**src/rtl/rob_pkg.sv**
```systemverilog
// Package: sizes and shared types for the banked reorder buffer.
// Assumes BANK_DEPTH and NUM_BANKS are powers of two.
package rob_pkg;
    parameter int unsigned NUM_BANKS   = 4;
    parameter int unsigned BANK_DEPTH  = 8;
    parameter int unsigned REG_W       = 7;

    localparam int unsigned BANK_W      = $clog2(NUM_BANKS);
    localparam int unsigned SLOT_W      = $clog2(BANK_DEPTH);
    localparam int unsigned IDX_W       = SLOT_W + BANK_W;
    localparam int unsigned TAG_W       = 1 + REG_W - BANK_W;
    localparam int unsigned NUM_ENTRIES = NUM_BANKS * BANK_DEPTH;
    localparam int unsigned SEQ_W       = $clog2(NUM_ENTRIES) + 1;
    localparam int unsigned CNT_W       = SLOT_W + 1;

    typedef logic [TAG_W-1:0]  tag_t;
    typedef logic [SLOT_W-1:0] slot_t;
    typedef logic [BANK_W-1:0] bank_t;
    typedef logic [SEQ_W-1:0]  seq_t;
    typedef logic [CNT_W-1:0]  cnt_t;
endpackage

```
**src/rtl/rob_bank.sv**
```systemverilog
// Module: one bank of entries, used as an in-order circular queue.
// It stores valid, done, reduced tag and global sequence number for each slot.
// Assumes the caller allocates only when not full and pops only a done head.
module rob_bank
    import rob_pkg::*;
(
    input  logic  clk,
    input  logic  rst_n,
    input  logic  flush,
    input  logic  alloc_en,
    input  tag_t  alloc_tag,
    input  seq_t  alloc_seq,
    output logic  full,
    output slot_t tail_slot,
    input  logic  wb_en,
    input  slot_t wb_slot,
    input  logic  pop,
    output logic  head_valid,
    output logic  head_done,
    output seq_t  head_seq,
    output tag_t  head_tag,
    output slot_t head_slot,
    input  tag_t  srch_tag,
    output logic  srch_hit,
    output slot_t srch_slot,
    output logic  srch_done
);
    logic [BANK_DEPTH-1:0] valid_q;
    logic [BANK_DEPTH-1:0] done_q;
    tag_t                  tag_q [BANK_DEPTH];
    seq_t                  seq_q [BANK_DEPTH];
    slot_t                 head_q;
    slot_t                 tail_q;
    cnt_t                  count_q;

    // Pointer, occupancy and flag state; flush acts like reset.
    always_ff @(posedge clk) begin
        if (!rst_n || flush) begin
            valid_q <= '0;
            done_q  <= '0;
            head_q  <= '0;
            tail_q  <= '0;
            count_q <= '0;
        end else begin
            if (wb_en && valid_q[wb_slot]) begin
                done_q[wb_slot] <= 1'b1;
            end
            if (alloc_en) begin
                valid_q[tail_q] <= 1'b1;
                done_q[tail_q]  <= 1'b0;
                tail_q          <= tail_q + slot_t'(1);
            end
            if (pop) begin
                valid_q[head_q] <= 1'b0;
                head_q          <= head_q + slot_t'(1);
            end
            count_q <= count_q + cnt_t'(alloc_en) - cnt_t'(pop);
        end
    end

    // Payload written on allocation; no reset needed, gated by valid.
    always_ff @(posedge clk) begin
        if (alloc_en) begin
            tag_q[tail_q] <= alloc_tag;
            seq_q[tail_q] <= alloc_seq;
        end
    end

    // Status towards allocation and commit.
    always_comb begin
        full       = (count_q == cnt_t'(BANK_DEPTH));
        tail_slot  = tail_q;
        head_slot  = head_q;
        head_valid = valid_q[head_q];
        head_done  = done_q[head_q];
        head_seq   = seq_q[head_q];
        head_tag   = tag_q[head_q];
    end

    // Associative search: walk oldest to youngest so the last match wins.
    always_comb begin
        srch_hit  = 1'b0;
        srch_slot = '0;
        srch_done = 1'b0;
        for (int k = 0; k < BANK_DEPTH; k++) begin
            if (valid_q[slot_t'(head_q + slot_t'(k))] &&
                tag_q[slot_t'(head_q + slot_t'(k))] == srch_tag) begin
                srch_hit  = 1'b1;
                srch_slot = slot_t'(head_q + slot_t'(k));
                srch_done = done_q[slot_t'(head_q + slot_t'(k))];
            end
        end
    end

    // never allocate into a bank that already holds BANK_DEPTH entries.
    a_r3_no_overflow: assert property (@(posedge clk) disable iff (!rst_n)
        alloc_en |-> (count_q < cnt_t'(BANK_DEPTH)));

    // only a valid, completed head may leave the bank.
    a_r6_pop_done: assert property (@(posedge clk) disable iff (!rst_n)
        pop |-> (valid_q[head_q] && done_q[head_q]));
endmodule

```
**src/rtl/rob_seqgen.sv**
```systemverilog
// Module: hands out global sequence numbers to the lanes accepted this cycle.
// Lane 0 is treated as oldest. The counter advances by the number accepted.
module rob_seqgen
    import rob_pkg::*;
(
    input  logic                 clk,
    input  logic                 rst_n,
    input  logic                 flush,
    input  logic [NUM_BANKS-1:0] acc,
    output seq_t                 lane_seq [NUM_BANKS],
    output seq_t                 next_seq
);
    seq_t seq_q;
    seq_t run;

    // Prefix count of accepted lanes gives each lane its number.
    always_comb begin
        run = seq_q;
        for (int b = 0; b < NUM_BANKS; b++) begin
            lane_seq[b] = run;
            if (acc[b]) begin
                run = run + seq_t'(1);
            end
        end
    end

    // Allocation sequence register.
    always_ff @(posedge clk) begin
        if (!rst_n || flush) begin
            seq_q <= '0;
        end else begin
            seq_q <= run;
        end
    end

    assign next_seq = seq_q;
endmodule

```
**src/rtl/rob_retire.sv**
```systemverilog
// Module: commit pointer that walks the global sequence across banks.
// It picks the bank whose head carries the expected sequence number and pops
// that head once it is done. Assumes sequence numbers are dense.
module rob_retire
    import rob_pkg::*;
(
    input  logic                 clk,
    input  logic                 rst_n,
    input  logic                 flush,
    input  logic [NUM_BANKS-1:0] head_valid,
    input  logic [NUM_BANKS-1:0] head_done,
    input  seq_t                 head_seq [NUM_BANKS],
    output logic [NUM_BANKS-1:0] pop,
    output logic                 fire,
    output bank_t                ret_bank,
    output seq_t                 ret_seq
);
    seq_t                 ret_seq_q;
    logic [NUM_BANKS-1:0] cand;

    // Locate the oldest entry and decide whether it commits.
    always_comb begin
        ret_bank = '0;
        for (int b = 0; b < NUM_BANKS; b++) begin
            cand[b] = head_valid[b] && (head_seq[b] == ret_seq_q);
            if (cand[b]) begin
                ret_bank = bank_t'(b);
            end
        end
        fire = (|(cand & head_done)) && !flush;
        pop  = fire ? (cand & head_done) : '0;
    end

    // Commit sequence register.
    always_ff @(posedge clk) begin
        if (!rst_n || flush) begin
            ret_seq_q <= '0;
        end else if (fire) begin
            ret_seq_q <= ret_seq_q + seq_t'(1);
        end
    end

    assign ret_seq = ret_seq_q;

    // at most one bank head can be the globally oldest entry.
    a_r5_single_oldest: assert property (@(posedge clk) disable iff (!rst_n)
        $onehot0(cand));
endmodule

```
**src/rtl/banked_rob.sv**
```systemverilog
// Module: top of the register-banked reorder buffer.
// Lane b feeds bank b; index = {slot, bank}; one commit per clock in order.
// Assumes the sizes in rob_pkg; flush has priority over all other inputs.
module banked_rob
    import rob_pkg::*;
(
    input  logic                       clk,
    input  logic                       rst_n,
    input  logic                       flush,
    input  logic [NUM_BANKS-1:0]       alloc_valid,
    input  logic [NUM_BANKS-1:0]       alloc_fp,
    input  logic [NUM_BANKS*REG_W-1:0] alloc_reg,
    output logic [NUM_BANKS-1:0]       alloc_ready,
    output logic [NUM_BANKS*IDX_W-1:0] alloc_idx,
    input  logic                       wb_valid,
    input  logic [IDX_W-1:0]           wb_idx,
    input  logic [TAG_W-1:0]           srch_tag,
    input  logic [BANK_W-1:0]          srch_bank,
    output logic                       srch_hit,
    output logic [IDX_W-1:0]           srch_idx,
    output logic                       srch_done,
    output logic                       ret_valid,
    output logic [IDX_W-1:0]           ret_idx,
    output logic                       ret_fp,
    output logic [REG_W-1:0]           ret_reg
);
    logic [NUM_BANKS-1:0] full, acc, wb_en, pop;
    logic [NUM_BANKS-1:0] head_valid, head_done;
    logic [NUM_BANKS-1:0] b_hit, b_done;
    slot_t                tail_slot [NUM_BANKS];
    slot_t                head_slot [NUM_BANKS];
    slot_t                b_slot    [NUM_BANKS];
    seq_t                 head_seq  [NUM_BANKS];
    tag_t                 head_tag  [NUM_BANKS];
    seq_t                 lane_seq  [NUM_BANKS];
    seq_t                 next_seq, ret_seq;
    bank_t                ret_bank;
    logic                 fire;
    tag_t                 ret_tag;

    for (genvar b = 0; b < NUM_BANKS; b++) begin : g_bank
        logic [REG_W-1:0] lane_reg;
        tag_t             lane_tag;

        // Lane decode: bank match, acceptance and reduced tag.
        always_comb begin
            lane_reg    = alloc_reg[b*REG_W +: REG_W];
            lane_tag    = {alloc_fp[b], lane_reg[REG_W-1:BANK_W]};
            acc[b]      = alloc_valid[b] && !full[b] && !flush &&
                          (lane_reg[BANK_W-1:0] == bank_t'(b));
            alloc_ready[b] = !full[b];
            alloc_idx[b*IDX_W +: IDX_W] = {tail_slot[b], bank_t'(b)};
            wb_en[b]    = wb_valid && (wb_idx[BANK_W-1:0] == bank_t'(b));
        end

        rob_bank u_bank (
            .clk        (clk),
            .rst_n      (rst_n),
            .flush      (flush),
            .alloc_en   (acc[b]),
            .alloc_tag  (lane_tag),
            .alloc_seq  (lane_seq[b]),
            .full       (full[b]),
            .tail_slot  (tail_slot[b]),
            .wb_en      (wb_en[b]),
            .wb_slot    (wb_idx[IDX_W-1:BANK_W]),
            .pop        (pop[b]),
            .head_valid (head_valid[b]),
            .head_done  (head_done[b]),
            .head_seq   (head_seq[b]),
            .head_tag   (head_tag[b]),
            .head_slot  (head_slot[b]),
            .srch_tag   (srch_tag),
            .srch_hit   (b_hit[b]),
            .srch_slot  (b_slot[b]),
            .srch_done  (b_done[b])
        );
    end

    rob_seqgen u_seqgen (
        .clk      (clk),
        .rst_n    (rst_n),
        .flush    (flush),
        .acc      (acc),
        .lane_seq (lane_seq),
        .next_seq (next_seq)
    );

    rob_retire u_retire (
        .clk        (clk),
        .rst_n      (rst_n),
        .flush      (flush),
        .head_valid (head_valid),
        .head_done  (head_done),
        .head_seq   (head_seq),
        .pop        (pop),
        .fire       (fire),
        .ret_bank   (ret_bank),
        .ret_seq    (ret_seq)
    );

    // Search result: select the addressed bank.
    always_comb begin
        srch_hit  = b_hit[srch_bank];
        srch_done = b_done[srch_bank];
        srch_idx  = {b_slot[srch_bank], srch_bank};
    end

    // Commit output: rebuild full register from reduced tag and bank.
    always_comb begin
        ret_tag   = head_tag[ret_bank];
        ret_valid = fire;
        ret_idx   = {head_slot[ret_bank], ret_bank};
        ret_fp    = ret_tag[TAG_W-1];
        ret_reg   = {ret_tag[TAG_W-2:0], ret_bank};
    end

    // in-flight entries never exceed total capacity.
    a_r3_window: assert property (@(posedge clk) disable iff (!rst_n)
        seq_t'(next_seq - ret_seq) <= seq_t'(NUM_ENTRIES));

    // one cycle after a flush nothing is held or committing.
    a_r9_flush_empties: assert property (@(posedge clk) disable iff (!rst_n)
        flush |=> (alloc_ready == '1 && !ret_valid && !srch_hit));
endmodule

```
**config.mk**
```make
export PLATFORM = sky130hd
export DESIGN_NAME = banked_rob
export DESIGN_NICKNAME = d
export VERILOG_FILES = /design/src/rtl/rob_pkg.sv /design/src/rtl/rob_bank.sv /design/src/rtl/rob_seqgen.sv /design/src/rtl/rob_retire.sv /design/src/rtl/banked_rob.sv
export SDC_FILE = /design/constraint.sdc
export NUM_CORES = 1
export LEC_CHECK = 0
export BUFFER_PORTS_ARGS = -buffer_cell sky130_fd_sc_hd__buf_2
export CORE_MARGIN = 2
export CORE_UTILIZATION = 40
export DETAILED_ROUTE_END_ITERATION = 8
export PLACE_DENSITY = 0.62
export SYNTH_ARGS = -nofsm -noshare
export SYNTH_HDL_FRONTEND = slang
export SYNTH_HIERARCHICAL = 1
export SYNTH_SLANG_ARGS = --single-unit
```
**constraint.sdc**
```tcl
create_clock -name clk -period 10.9 [get_ports clk]
set_input_delay 1.635 -clock clk [delete_from_list [all_inputs] [get_ports clk]]
set_output_delay 1.635 -clock clk [all_outputs]
set_load 0.005 [all_outputs]
```
==> results.json <==
{
  "wirelength_um": 108000,
  "setup_viol": 0,
  "rr_worst_depth": 17,
  "dr.pass1.iters": 6,
  "overflow": 0,
  "first_global_vias": 25300,
  "switching_share": 0.223,
  "vias": 25900,
  "dr.first_iter.drc_count": 2889,
  "setup.worst_path.start": "g_bank[2].u_bank/head_slot[0]$_SDFFE_PP0P_",
  "powerDensity_nw_per_um2": 106,
  "p_comb_frac": 0.042,
  "avgSynthCellArea_um2": 12.7,
  "r2r_start": "g_bank[0].u_bank/count_q[2]$_SDFF_PP0_",
  "syn_inst": 2860,
  "fin_skew_ns": 0.0211,
  "fp.dieH_um": 306,
  "timing.hold.ws_ns": 0.529,
  "synth_area_um2": 36400,
  "cts_resized": 0,
  "die_area_um2": 93500,
  "dp_hpwl_um": 76600,
  "post_cts_buffers": 0,
  "holdPathStages": 2,
  "ys_warn_count": 6,
  "internal-power_mw": 3.26,
  "rows": 110,
  "core_area_um2": 90100,
  "slew_headroom": 0.170,
  "clock-sinks": 512,
  "clock_latency_ns": 0.64,
  "p_seq_frac": 0.498,
  "io_buffer_count": 89,
  "start_util": 0.404,
  "hold_viol": 0,
  "cts_tree": "yes",
  "grt_max_degree": 62,
  "clk_path_buf_depth": 3,
  "arrival_ns": 6.10,
  "crit_type": "reg2out",
  "num_io_pins": 98,
  "post-route-util": 0.438,
  "vdd_drop_max_mv": 0.106,
  "drtAntennaViolNets": 0,
  "p_sw_uw": 937,
  "hold_buffers": 0,
  "final_cell_mix": "384 x edfxtp_1, 322 x mux4_2, 285 x mux2i_1, 172 x xnor2_1, 171 x nand2_1",
  "antenna_found_initial": 8,
  "root_buffer": "clkbuf_16",
  "cts_buffers": 57,
  "areaGrowthSynthToFinish_pct": 8.34,
  "place_congestion": 0.953,
  "remaining_drc_errors": 0,
  "p_leak_nw": 12.7,
  "crit_fanout": 27,
  "hold_class": "reg2reg",
  "start_kind": "flop",
  "status": "finished, final reports clean",
  "slew_viol_final": 0,
  "grt.total_usage": 0.228,
  "min_period_ns": 7.74,
  "grt_pass1_wl_um": 163000,
  "pwr-share-clk": 0.460,
  "via_per_inst": 6.32,
  "ctsHtreeMaxLevel": 2,
  "nets": 2980,
  "drive_gt1_frac": 0.261,
  "wire_per_inst_um": 26.5,
  "chipWidth_um": 306,
  "path_clk_slew_ns": 0.06,
  "cp-end-kind": "output port",
  "fmax_mhz": 129,
  "fin_setup_tns_ns": 0,
  "required_ns": 9.27,
  "holdCritStartpoint": "g_bank[0].u_bank/done_q[6]$_SDFF_PP0_",
  "cap_violations": 0,
  "tightest_slew_ns": 1.24,
  "post-route-period-util": 0.710,
  "rsz0062_at_grt": "no",
  "final_common_cell": "edfxtp_1"
}
==> final cells by class <==
class	instances	area [um^2]
diodes	1	2.50
well taps	1176	1470
inverters	90	338
multi-input cells	2051	20700
clock inverters	37	362
fillers	8055	50700
repair buffers	158	963
flip-flops and latches	512	14100
clock buffers	70	1530
==> registers in the layout (all words and copies together) (netlist names), named ones only <==
signal	flops
g_bank.u_bank/tail_slot	12
g_bank.u_bank/count_q	16
g_bank.u_bank/valid_q	32
u_retire/ret_seq	6
g_bank.u_bank/head_slot	12
g_bank.u_bank/tag_q	192
u_seqgen/next_seq	6
g_bank.u_bank/seq_q	192
g_bank.u_bank/done_q	32
==> power groups by stage <==
stage,Combinational (mW),Sequential (mW),Clock [mW]
after floorplan,0.106,2.13,0
after global placement,0.168,2.14,0
after detailed placement,0.171,2.14,0
after CTS,0.172,2.09,1.97
after global routing,0.185,2.09,2.05
final,0.175,2.09,1.93
==> metal layers <==
metal  track usage  wire length [um]  share of wire  vias up
li1              -                 -              -    11200
met2         0.360             50000           0.46     1201
met4        0.0769              3700          0.034        6
met5             0                39        0.00036        -
met3        0.0424              9250          0.085      199
met1         0.317             45500           0.42    13300
==> per-stage QoR <==
stage | power (mW) | cell area, um^2 | std cells | worst slack (ns)
6_report | 4.20 | 39500 | 4095 | 3.16
5_1_grt | 4.33 | 39500 | 4095 | 2.81
4_1_cts | 4.24 | 39500 | 4094 | 3.12
3_5_place_dp | 2.31 | 37600 | 3987 | 3.82
3_3_place_gp | 2.30 | 37600 | 3987 | 3.71
2_1_floorplan | 2.24 | 36500 | 2866 | 4.70
==> critical path, stage by stage, from the launching register on <==
cell and delay (ns):
dfxtp_4 0.61, inv_2 0.31, ha_1 0.62, buf_4 0.46, inv_2 0.19, mux2i_1 0.19, nand2b_1 0.18, mux4_2 0.51
nor4_4 0.66, nand2_2 0.12, o31ai_2 0.11, nor4_1 0.09, a211oi_1 0.81, mux4_2 0.44, buf_2 0.13
==> worst paths after layout <==
check                           slack [ns]                                    end
worst max-delay path                  3.16                            srch_idx[4]
worst min-delay path                  0.53  g_bank[0].u_bank/done_q[6]$_SDFF_PP0_
worst max register to register        5.73        u_seqgen/next_seq[5]$_SDFF_PP0_
worst min register to register        0.53  g_bank[0].u_bank/done_q[6]$_SDFF_PP0_
Note: power is estimated with default switching activity, not from simulation.
